[config.mk]
export PLATFORM = sky130hd
export DESIGN_NAME = attn_ctrl_latch
export DESIGN_NICKNAME = d
export VERILOG_FILES = /design/src/rtl/attn_pkg.sv /design/src/rtl/attn_sync.sv /design/src/rtl/attn_state.sv /design/src/rtl/attn_timing.sv /design/src/rtl/attn_ctrl_latch.sv
export SDC_FILE = /design/constraint.sdc
export NUM_CORES = 1
export LEC_CHECK = 0
export ABC_AREA = 1
export BUFFER_PORTS_ARGS = -buffer_cell sky130_fd_sc_hd__buf_2
export CAP_MARGIN = 30
export CORE_MARGIN = 2
export CORE_UTILIZATION = 32
export CTS_CLUSTER_DIAMETER = 150
export CTS_CLUSTER_SIZE = 30
export DETAILED_ROUTE_END_ITERATION = 10
export PLACE_DENSITY = 0.61
export SLEW_MARGIN = 20
export SYNTH_ARGS = -nofsm -noshare
export SYNTH_HDL_FRONTEND = slang
export SYNTH_SLANG_ARGS = --single-unit
[constraint.sdc]
create_clock -name clk -period 1.6 [get_ports clk]
set_input_delay 0.08 -clock clk [delete_from_list [all_inputs] [get_ports clk]]
set_output_delay 0.08 -clock clk [all_outputs]
set_load 0.005 [all_outputs]
[src/rtl/attn_pkg.sv]
package attn_pkg;
  localparam int unsigned ATTN_W = 5;
  typedef logic [ATTN_W-1:0] attn_t;

  // starting state chosen by the power-up select when the enable is low
  function automatic attn_t power_up_state(input logic [1:0] sel, input attn_t ctl);
    case (sel)
      2'b00:   return attn_t'(8);
      2'b01:   return attn_t'(16);
      2'b10:   return attn_t'(31);
      default: return ctl;
    endcase
  endfunction

  // whole-dB value from the binary weights of the state bits
  function automatic attn_t to_db(input attn_t st);
    int unsigned acc;
    acc = 0;
    for (int i = 0; i < ATTN_W; i++) begin
      if (st[i]) acc += (1 << i);
    end
    return attn_t'(acc);
  endfunction
endpackage

[src/rtl/attn_sync.sv]
module attn_sync #(
  parameter int unsigned WIDTH  = 1,
  parameter int unsigned STAGES = 2
) (
  input  logic             clk,
  input  logic             rst_n,
  input  logic [WIDTH-1:0] d,
  output logic [WIDTH-1:0] q
);
  logic [WIDTH-1:0] pipe [STAGES];

  always_ff @(posedge clk or negedge rst_n) begin
    if (!rst_n) begin
      for (int i = 0; i < STAGES; i++) pipe[i] <= '0;
    end else begin
      pipe[0] <= d;
      for (int i = 1; i < STAGES; i++) pipe[i] <= pipe[i-1];
    end
  end

  assign q = pipe[STAGES-1];
endmodule

[src/rtl/attn_state.sv]
module attn_state
  import attn_pkg::*;
#(
  parameter int unsigned SYNC_STAGES = 2
) (
  input  logic       clk,
  input  logic       rst_n,
  input  logic       le_s,
  input  attn_t      ctl_s,
  input  logic [1:0] psel_s,
  output attn_t      state_q,
  output logic       rdy
);
  localparam int unsigned RC_W = $clog2(SYNC_STAGES + 2);
  localparam logic [RC_W-1:0] FIRE_AT = RC_W'(SYNC_STAGES);
  localparam logic [RC_W-1:0] READY_AT = RC_W'(SYNC_STAGES + 1);

  logic [RC_W-1:0] rcnt;
  logic            init_fire;

  assign init_fire = (rcnt == FIRE_AT);
  assign rdy       = (rcnt == READY_AT);

  always_ff @(posedge clk or negedge rst_n) begin
    if (!rst_n) begin
      rcnt    <= '0;
      state_q <= '0;
    end else begin
      if (!rdy) rcnt <= rcnt + 1'b1;
      if (init_fire)
        state_q <= le_s ? ctl_s : power_up_state(psel_s, ctl_s);
      else if (rdy && le_s)
        state_q <= ctl_s;
    end
  end

  a_r2_hold_when_low: assert property (@(posedge clk) disable iff (!rst_n)
    (rdy && !le_s) |=> $stable(state_q));
  a_r3_follow_when_high: assert property (@(posedge clk) disable iff (!rst_n)
    (rdy && le_s) |=> (state_q == $past(ctl_s)));
endmodule

[src/rtl/attn_timing.sv]
module attn_timing #(
  parameter int unsigned PW_MIN    = 1,
  parameter int unsigned SETUP_MIN = 1,
  parameter int unsigned HOLD_MIN  = 1
) (
  input  logic clk,
  input  logic rst_n,
  input  logic rdy,
  input  logic le_s,
  input  logic le_rise,
  input  logic le_fall,
  input  logic ctl_chg,
  input  logic clr,
  output logic err_pulse,
  output logic err_setup,
  output logic err_hold
);
  localparam int unsigned PW_CW = $clog2(PW_MIN + 2);
  localparam int unsigned SU_CW = $clog2(SETUP_MIN + 2);
  localparam int unsigned HD_CW = $clog2(HOLD_MIN + 2);
  localparam logic [PW_CW-1:0] PW_CAP = PW_CW'(PW_MIN);
  localparam logic [SU_CW-1:0] SU_CAP = SU_CW'(SETUP_MIN);
  localparam logic [HD_CW-1:0] HD_LOAD = HD_CW'(HOLD_MIN - 1);

  logic [PW_CW-1:0] hi_cnt;
  logic [SU_CW-1:0] stab_q, stab_now;
  logic [HD_CW-1:0] hold_cnt;
  logic             hold_win;
  logic             viol_pulse, viol_setup, viol_hold;

  assign stab_now   = ctl_chg ? '0 : ((stab_q == SU_CAP) ? stab_q : stab_q + 1'b1);
  assign hold_win   = le_fall || (hold_cnt != '0);
  assign viol_pulse = rdy && le_fall && (hi_cnt < PW_CAP);
  assign viol_setup = rdy && le_rise && (stab_now < SU_CAP);
  assign viol_hold  = rdy && hold_win && ctl_chg;

  always_ff @(posedge clk or negedge rst_n) begin
    if (!rst_n) begin
      hi_cnt    <= '0;
      stab_q    <= '0;
      hold_cnt  <= '0;
      err_pulse <= 1'b0;
      err_setup <= 1'b0;
      err_hold  <= 1'b0;
    end else begin
      hi_cnt <= le_s ? ((hi_cnt == PW_CAP) ? hi_cnt : hi_cnt + 1'b1) : '0;
      stab_q <= stab_now;
      if (le_fall)             hold_cnt <= HD_LOAD;
      else if (hold_cnt != '0) hold_cnt <= hold_cnt - 1'b1;
      err_pulse <= viol_pulse || (err_pulse && !clr);
      err_setup <= viol_setup || (err_setup && !clr);
      err_hold  <= viol_hold  || (err_hold  && !clr);
    end
  end

  a_r7_short_pulse: assert property (@(posedge clk) disable iff (!rst_n)
    viol_pulse |=> err_pulse);
  a_r8_early_change: assert property (@(posedge clk) disable iff (!rst_n)
    viol_setup |=> err_setup);
  a_r9_late_change: assert property (@(posedge clk) disable iff (!rst_n)
    viol_hold |=> err_hold);
  a_r10_sticky: assert property (@(posedge clk) disable iff (!rst_n)
    (err_hold && !clr) |=> err_hold);
  a_r10_clear: assert property (@(posedge clk) disable iff (!rst_n)
    (clr && !viol_pulse) |=> !err_pulse);
endmodule

[src/rtl/attn_ctrl_latch.sv]
module attn_ctrl_latch
  import attn_pkg::*;
#(
  parameter int unsigned SYNC_STAGES = 2,
  parameter int unsigned PW_MIN      = 1,
  parameter int unsigned SETUP_MIN   = 1,
  parameter int unsigned HOLD_MIN    = 1
) (
  input  logic        clk,
  input  logic        rst_n,
  input  logic [4:0]  ctl_in,
  input  logic        le_in,
  input  logic [1:0]  psel,
  input  logic        clr_flags,
  output logic [4:0]  atten_q,
  output logic [4:0]  atten_db,
  output logic        err_pulse,
  output logic        err_setup,
  output logic        err_hold
);
  localparam int unsigned BUS_W = ATTN_W + 3;

  logic [BUS_W-1:0] raw_bus, sync_bus;
  logic             le_s, le_d;
  attn_t            ctl_s, ctl_d, state_q;
  logic [1:0]       psel_s;
  logic             rdy, le_rise, le_fall, ctl_chg;

  assign raw_bus = {le_in, psel, ctl_in};

  attn_sync #(.WIDTH(BUS_W), .STAGES(SYNC_STAGES)) u_sync (
    .clk(clk), .rst_n(rst_n), .d(raw_bus), .q(sync_bus)
  );

  assign {le_s, psel_s, ctl_s} = sync_bus;

  always_ff @(posedge clk or negedge rst_n) begin
    if (!rst_n) begin
      le_d  <= 1'b0;
      ctl_d <= '0;
    end else begin
      le_d  <= le_s;
      ctl_d <= ctl_s;
    end
  end

  assign le_rise = le_s && !le_d;
  assign le_fall = !le_s && le_d;
  assign ctl_chg = (ctl_s != ctl_d);

  attn_state #(.SYNC_STAGES(SYNC_STAGES)) u_state (
    .clk(clk), .rst_n(rst_n), .le_s(le_s), .ctl_s(ctl_s),
    .psel_s(psel_s), .state_q(state_q), .rdy(rdy)
  );

  attn_timing #(.PW_MIN(PW_MIN), .SETUP_MIN(SETUP_MIN), .HOLD_MIN(HOLD_MIN)) u_timing (
    .clk(clk), .rst_n(rst_n), .rdy(rdy), .le_s(le_s), .le_rise(le_rise),
    .le_fall(le_fall), .ctl_chg(ctl_chg), .clr(clr_flags),
    .err_pulse(err_pulse), .err_setup(err_setup), .err_hold(err_hold)
  );

  assign atten_q  = state_q;
  assign atten_db = to_db(state_q);

  a_r1_reset_clean: assert property (@(posedge clk)
    !rst_n |-> (atten_q == '0 && !err_pulse && !err_setup && !err_hold));
endmodule

==> summary.txt, run 1 <==
================================================================================
Static leakage                                                      0.0009529 µW
Share of the yosys chip area belonging to registers                       0.6381
Stage delay of the slowest cell on the critical path                     0.41 ns
Critical path peak fanout                                                      7
Total congestion overflow                                                      0
Fraction of power consumed by combinational cells                          0.114
Ordered list of cells on the worst path                             ha_1 -> nand2_1 -> nand2_4 -> nand2_1 -> inv_2 -> a21oi_2
H-tree lvl count                                                               2
GRT met2 Usage                                                            0.1437
Number of cells produced by synthesis                                        137
Register bit total from synthesis                                             38
CTS Buffer Depth                                                               2
Number of antenna violations at the first check in global routing              0
Total Die Area                                                          5219 µm²
Number of hold buffers added after CTS                                         9
Antenna Violating Nets Remaining                                               0
Count of cell types in the netlist                                            20
CTS clock-pin slew for the worst setup and hold paths                    0.07 ns
Core outline area                                                       4414 µm²
Worst hold slack                                                      0.04878 ns
Synthesized area                                                        1490 µm²
Maximum capacitance violations                                                 0
Total Routing Usage GR                                                    0.1008
Number of buffers added by the clock tree synthesis step                       5
Total negative slack                                                        0 ns
Kind of cell adding the most delay to the critical path               flip-flops
Horizontal extent of the die                                            72.24 µm
Number of global-route vias before repair                                    893
Final hold violation count                                                     0
Net total in the final layout                                                191
Antenna Diode Count                                                            0
Met1 Usage GRT                                                            0.1293
Fraction of power consumed by the clock network                            0.377
TritonCTS clock tree                                                         yes
Y dimension of the die                                                  72.24 µm
Worst hold path depth                                                          4
Net switching share of the total power                                    0.2391
PwrDens                                                              1153 nW/µm²
Ratio of final minimum period to clock period                             0.8001
Total vias in the final route                                                926
Via/cell ratio                                                             4.116
Pin count of the biggest net entering global routing                          39
Number of placed instances, taps included                                    208
Final weighted congestion in routability-driven placement                 0.7097
Effective utilization at floorplan                                        0.3376
Sequential fraction of design power                                        0.508
Latest clock arrival within the worst-skew pair                          0.29 ns
Combined buffer and inverter count along the critical path                     1
Most used cell, CP                                                  sky130_fd_sc_hd__nand2_1
Crit path depth                                                                6
RSZ-0062 raised after global routing                                          no
Sw Pwr                                                                  508.5 µW
Post-CTS setup-driven buffer insertion count                                   0
Routing layer with the top usage in global route                            met2
Critical Setup Path Class                                                reg2reg
Worst setup skew after layout                                        0.004930 ns
Total of buffers placed on input and output ports                             23
Number of cell instances on the worst register-to-register path                6
CTS Sinks                                                                     38
Warning count from the yosys run                                               0
Setup violations, final                                                        0
Outcome                                                                completed
Final WL                                                                 2166 µm
Number of cells in the finished layout apart from fillers                    225
Slew at the pin closest to its max-slew limit                          0.4531 ns
Worst-case headroom to the max-slew limit                                 0.6980
Req. time, crit path                                                     1.82 ns
Growth of design area from synthesis to finish                            23.76%
VDD IR max                                                             0.7457 mV
Post-layout min period                                                  1.280 ns
Average footprint of a synthesized cell                                10.88 µm²
Crit path capture type                                                 flip-flop
Max-slew violation count                                                       0
Kind of start point of the critical path                               flip-flop
Row cnt                                                                       24
HPWL after detailed placement                                            1516 µm
Drt wl/cell                                                             9.627 µm
Clk Tree Root Cell                                                  sky130_fd_sc_hd__clkbuf_8
Number of primary I/O pins                                                    24
Pint                                                                     1618 µW
Global-route wire length before repair                                   3884 µm
Total power                                                              2127 µW
First-pass DRT Iterations                                                      3
Detailed Route Iter0 Violations                                               39
Net Count, Synth                                                             156
Global Route met3 Usage                                                  0.04167
Post-CTS resize count                                                          0
Peak clock frequency supported by timing                               781.1 MHz
Worst hold-check path type                                                in2reg
Data arrival at the endpoint of the critical path                        1.50 ns
Max stage delay cell, worst path                                    sky130_fd_sc_hd__dfrtp_1
Post-route DRC violation count                                                 0
Layout cell share with drive strength beyond 1                            0.2197
================================================================================
## cell usage after synthesis
| cell | count | share of area |
|---|---|---|
| sky130_fd_sc_hd__a32o_1 | 1 | 0.0067 |
| sky130_fd_sc_hd__inv_1 | 22 | 0.055 |
| sky130_fd_sc_hd__nand3_1 | 4 | 0.013 |
| sky130_fd_sc_hd__nor3_4 | 1 | 0.011 |
| sky130_fd_sc_hd__inv_2 | 1 | 0.0025 |
| sky130_fd_sc_hd__nor2_1 | 11 | 0.028 |
| sky130_fd_sc_hd__dfrtp_1 | 38 | 0.64 |
| sky130_fd_sc_hd__a21oi_2 | 3 | 0.018 |
| sky130_fd_sc_hd__nand2_1 | 29 | 0.073 |
| sky130_fd_sc_hd__a21oi_1 | 1 | 0.0034 |
| sky130_fd_sc_hd__o21ai_0 | 5 | 0.017 |
| sky130_fd_sc_hd__nor3_1 | 1 | 0.0034 |
| sky130_fd_sc_hd__xor2_1 | 1 | 0.0059 |
| sky130_fd_sc_hd__a31oi_1 | 1 | 0.0042 |
| sky130_fd_sc_hd__xnor2_1 | 2 | 0.012 |
| sky130_fd_sc_hd__a211oi_1 | 1 | 0.0050 |
| sky130_fd_sc_hd__nand4_1 | 1 | 0.0042 |
| sky130_fd_sc_hd__buf_4 | 5 | 0.025 |
| sky130_fd_sc_hd__nand2_4 | 1 | 0.0076 |
| sky130_fd_sc_hd__ha_1 | 8 | 0.067 |
## worst min-delay path, cell delays in order
cell and delay, ns:
sky130_fd_sc_hd__buf_2 0.07, sky130_fd_sc_hd__inv_1 0.05, sky130_fd_sc_hd__nand2_1 0.05, sky130_fd_sc_hd__nand2_1 0.04
## cell usage in the layout, fill, tap and decap left out, types with 2 or more instances in the layout
cell type                       Yosys  layout
sky130_fd_sc_hd__clkbuf_8           0       5
sky130_fd_sc_hd__xnor2_1            2       2
sky130_fd_sc_hd__a21oi_2            3       3
sky130_fd_sc_hd__clkinvlp_4         0       2
sky130_fd_sc_hd__inv_1             22      22
sky130_fd_sc_hd__nand2_1           29      29
sky130_fd_sc_hd__nor2_1            11      11
sky130_fd_sc_hd__nand3_1            4       4
sky130_fd_sc_hd__dlygate4sd3_1      0       9
sky130_fd_sc_hd__dfrtp_1           38      38
sky130_fd_sc_hd__o21ai_0            5       5
sky130_fd_sc_hd__buf_2              0      23
sky130_fd_sc_hd__ha_1               8       8
## through the flow
stage	utilization	area, µm²	setup WS, ns
finish	0.4178	1844	0.3198
global route	0.4178	1844	0.1777
CTS	0.4178	1844	0.2988
detailed placement	0.3716	1640	0.3224
global placement	0.3716	1640	0.3364
floorplan	-	1490	0.4350
## layer usage
metal  share of wire  wire length [µm]  vias up
li1                -                 -      483
met1            0.50              1093      414
met2            0.42               907       23
met3           0.046                99        6
met4           0.030                66        0
met5               0                 0        -
## cell type report
| class | count | area [µm²] |
|---|---|---|
| clock buffer | 5 | 68.82 |
| clock inverter | 3 | 45.04 |
| fill | 411 | 2570 |
| inverter | 23 | 86.33 |
| multi-input combinational | 71 | 415.4 |
| sequential | 38 | 950.9 |
| tap | 52 | 65.06 |
| timing repair buffer | 33 | 212.7 |
## power groups by stage
stage	Combinational, µW	Clock, µW	Sequential (µW)
6_report	243	802	1080
5_1_grt	286	889	1090
2_1_floorplan	152	0	1100
4_1_cts	251	828	1080
3_5_place_dp	233	0	1100
3_3_place_gp	227	0	1100
## worst paths after layout
kind                                  from                 end  slack, ns
max                        u_state.rcnt[0]  u_state.state_q[0]       0.32
min                              clr_flags   u_timing.err_hold       0.05
max reg2reg                u_state.rcnt[0]  u_state.state_q[0]       0.32
min reg2reg                u_sync.pipe[15]         u_sync.q[7]       0.35
max in group asynchronous            rst_n            ctl_d[2]       0.92
min in group asynchronous            rst_n     u_sync.pipe[13]       0.36
## sequential cells by signal, summed over array words and instances (netlist names), 2 cells and up
name and cells:
u_sync.pipe 8, u_sync.q 8, ctl_d 5, u_state.state_q 5
u_state.rcnt 2, u_timing.hi_cnt 2, u_timing.hold_cnt 2, u_timing.stab_q 2
## kinds of logic (layout without fill, tap and decap cells)
group,Yosys count,in the layout,share of synthesized area
XOR/XNOR,3,3,0.01764
buffers and inverters,28,64,0.08312
AO/OA/AOI/OAI,12,12,0.05374
flip-flops,38,38,0.6381
adder cells (fa/ha/maj),8,8,0.06717
AND/OR/NAND/NOR,48,48,0.1402
Power figures use the tool's default switching activity.
==> inputs of run 2 (changes only) <==
--- a/config.mk
+++ b/config.mk
@@ -13,7 +13,7 @@
 export CTS_CLUSTER_DIAMETER = 150
 export CTS_CLUSTER_SIZE = 30
 export DETAILED_ROUTE_END_ITERATION = 10
-export PLACE_DENSITY = 0.61
+export PLACE_DENSITY = 0.63
 export SLEW_MARGIN = 20
 export SYNTH_ARGS = -nofsm -noshare
 export SYNTH_HDL_FRONTEND = slang
==> constraint.sdc (replaced) <==
create_clock -name clk -period 1.1 [get_ports clk]
set_input_delay 0.055 -clock clk [delete_from_list [all_inputs] [get_ports clk]]
set_output_delay 0.055 -clock clk [all_outputs]
set_load 0.005 [all_outputs]
==> run 2 against run 1 <==
The flow now finishes with violations (setup timing). First-iteration DRC count down 41%. Via count increased by 6.3%. Sequential share of layout area decreased by 2.7 points. Global-route usage up 0.13 points. Register-to-register slack got worse by 0.51 ns. Total power grew 45%. Utilization is 2.3 points higher. Die area is the same. Sequential cell count unchanged. Highest routed layer unchanged.
==> summary.txt, run 2 (same netlist as run 1, synthesis figures left out) <==
================================================================================
Outcome                                                             complete, but fails checks
Violated checks                                                     setup timing
TritonCTS clock tree                                                         yes
Ratio of final minimum period to clock period                              1.177
Worst hold path depth                                                          4
Drt wl/cell                                                             9.803 µm
Critical path peak fanout                                                      7
Total Routing Usage GR                                                    0.1021
CTS Buffer Depth                                                               2
Clk Tree Root Cell                                                  sky130_fd_sc_hd__clkbuf_8
Antenna Violating Nets Remaining                                               0
Endpoint of the worst-slack reg-to-reg timing path                  u_state.state_q[2]
Worst setup skew after layout                                        0.002081 ns
VDD IR max                                                             0.7733 mV
Pin count of the biggest net entering global routing                          39
First-pass DRT Iterations                                                      4
Worst Slack Setup Final                                               -0.1949 ns
CTS Sinks                                                                     38
Growth of design area from synthesis to finish                            30.65%
Number of buffers added by the clock tree synthesis step                       5
Peak clock frequency supported by timing                               772.3 MHz
Core outline area                                                       4414 µm²
Minimum setup slack among reg-to-reg paths                              -0.19 ns
Post-route DRC violation count                                                 0
Worst hold-check path type                                                in2reg
Total vias in the final route                                                984
Final WL                                                                 2284 µm
RSZ-0062 raised after global routing                                         yes
Worst-case headroom to the max-slew limit                                 0.8506
Setup violations, final                                                       10
Post-layout min period                                                  1.295 ns
Combined buffer and inverter count along the critical path                     2
Antenna Diode Count                                                            0
Reg2reg start                                                       u_state.rcnt[0]
Number of placed instances, taps included                                    212
Req. time, crit path                                                     1.32 ns
Data arrival at the endpoint of the critical path                        1.51 ns
Number of antenna violations at the first check in global routing              0
Max stage delay cell, worst path                                    sky130_fd_sc_hd__dfrtp_1
H-tree lvl count                                                               2
Total power                                                              3094 µW
Final weighted congestion in routability-driven placement                 0.7610
Effective utilization at floorplan                                        0.3376
Kind of start point of the critical path                               flip-flop
HPWL after detailed placement                                            1593 µm
Worst Min Path Start                                                   clr_flags
Latest clock arrival within the worst-skew pair                          0.28 ns
Row cnt                                                                       24
Net total in the final layout                                                199
Global-route wire length before repair                                   4008 µm
Number of global-route vias before repair                                    936
Max-slew violation count                                                       0
Number of cell instances on the worst register-to-register path                7
Horizontal extent of the die                                            72.24 µm
PwrDens                                                              1589 nW/µm²
Critical Setup Path Class                                                reg2reg
Number of cells in the finished layout apart from fillers                    233
Total Die Area                                                          5219 µm²
Static leakage                                                       0.001010 µW
Final hold violation count                                                     0
Detailed Route Iter0 Violations                                               23
Fillers                                                                      412
End point of the most critical hold path                            u_timing.err_hold
Maximum capacitance violations                                                 0
Most common cell after layout, fill and taps aside                  sky130_fd_sc_hd__dfrtp_1
Kind of cell adding the most delay to the critical path               flip-flops
CTS clock-pin slew for the worst setup and hold paths                    0.07 ns
Most used cells in the layout excluding fill and tap cells          38 x sky130_fd_sc_hd__dfrtp_1, 28 x sky130_fd_sc_hd__nand2_1, 23 x sky130_fd_sc_hd__buf_2, 20 x sky130_fd_sc_hd__inv_1, 11 x sky130_fd_sc_hd__nor2_1
Slew at the pin closest to its max-slew limit                          0.2241 ns
Stage delay of the slowest cell on the critical path                     0.39 ns
Crit path capture type                                                 flip-flop
Y dimension of the die                                                  72.24 µm
Ordered list of cells on the worst path                             buf_4 -> ha_1 -> nand2_2 -> nand2_4 -> nand2_1 -> inv_2 -> a21oi_2
Via/cell ratio                                                             4.223
Total congestion overflow                                                      0
Total of buffers placed on input and output ports                             23
Layout cell share with drive strength beyond 1                            0.2928
Number of primary I/O pins                                                    24
================================================================================
==> run 2: power breakdown <==
| part | leakage, µW | internal, µW | switching (µW) |
|---|---|---|---|
| sequential | 0.000449 | 1510 | 61.9 |
| combinational | 0.000502 | 199 | 193 |
| clock | 0.0000579 | 666 | 464 |
==> run 2: worst max path at each step <==
stage	from	end	slack [ns]	cells after the start
6_report	u_state.rcnt[0]	u_state.state_q[2]	-0.19	7
2_1_floorplan	u_state.rcnt[0]	u_state.state_q[0]	-0.04	8
5_1_grt	u_state.rcnt[0]	u_state.state_q[2]	-0.31	8
3_5_place_dp	u_sync.q[5]	u_state.state_q[1]	-0.14	6
3_3_place_gp	u_sync.q[5]	u_state.state_q[1]	-0.09	6
4_1_cts	u_state.rcnt[0]	u_state.state_q[1]	-0.15	8
==> run 2: per-stage QoR <==
step / hold WS (ns) / TNS, ns / worst slack [ns] / utilization / area, µm²
detailed placement: 0.03537 / -0.6843 / -0.1386 / 0.3818 / 1685
floorplan: -0.2406 / -0.1919 / -0.04167 / - / 1493
global route: 0.05422 / -2.283 / -0.3148 / 0.4410 / 1947
CTS: 0.02128 / -0.7427 / -0.1536 / 0.4337 / 1914
finish: 0.02702 / -1.194 / -0.1949 / 0.4410 / 1947
global placement: 0.03217 / -0.4053 / -0.09023 / 0.3818 / 1685
==> run 2: what timing repair did <==
| action | 4_1_cts | 5_1_grt |
|---|---|---|
| setup endpoints to repair | 7 | 14 |
| endpoints found under the hold margin | 46 | 0 |
| buffers inserted | 2 | 2 |
| pin swaps | 1 | 3 |
| resized for setup | 2 | 4 |
| hold buffers | 9 | 0 |
==> run 2: area by class of cell <==
type,count,area [µm²],area share
Clock buffer,5,68.82,0.03535
Timing Repair Buffer,41,297.8,0.1530
Sequential cell,38,950.9,0.4884
Clock inverter,3,40.04,0.02057
Tap cell,52,65.06,0.03342
Multi-Input combinational cell,71,437.9,0.2249
Inverter,23,86.33,0.04434
==> run 2: worst min-delay path: stages <==
cell and delay [ns]:
sky130_fd_sc_hd__buf_2 0.08, sky130_fd_sc_hd__inv_1 0.05, sky130_fd_sc_hd__nand2_1 0.05, sky130_fd_sc_hd__nand2_1 0.04
==> run 2: per-layer routing <==
| layer | share of wire | GRT usage | up-vias |
|---|---|---|---|
| met4 | 0.024 | 0.06918 | 0 |
| met3 | 0.044 | 0.02917 | 7 |
| met1 | 0.46 | 0.1180 | 448 |
| met2 | 0.47 | 0.1641 | 22 |
| li1 | - | - | 507 |
| met5 | 0 | 0 | - |
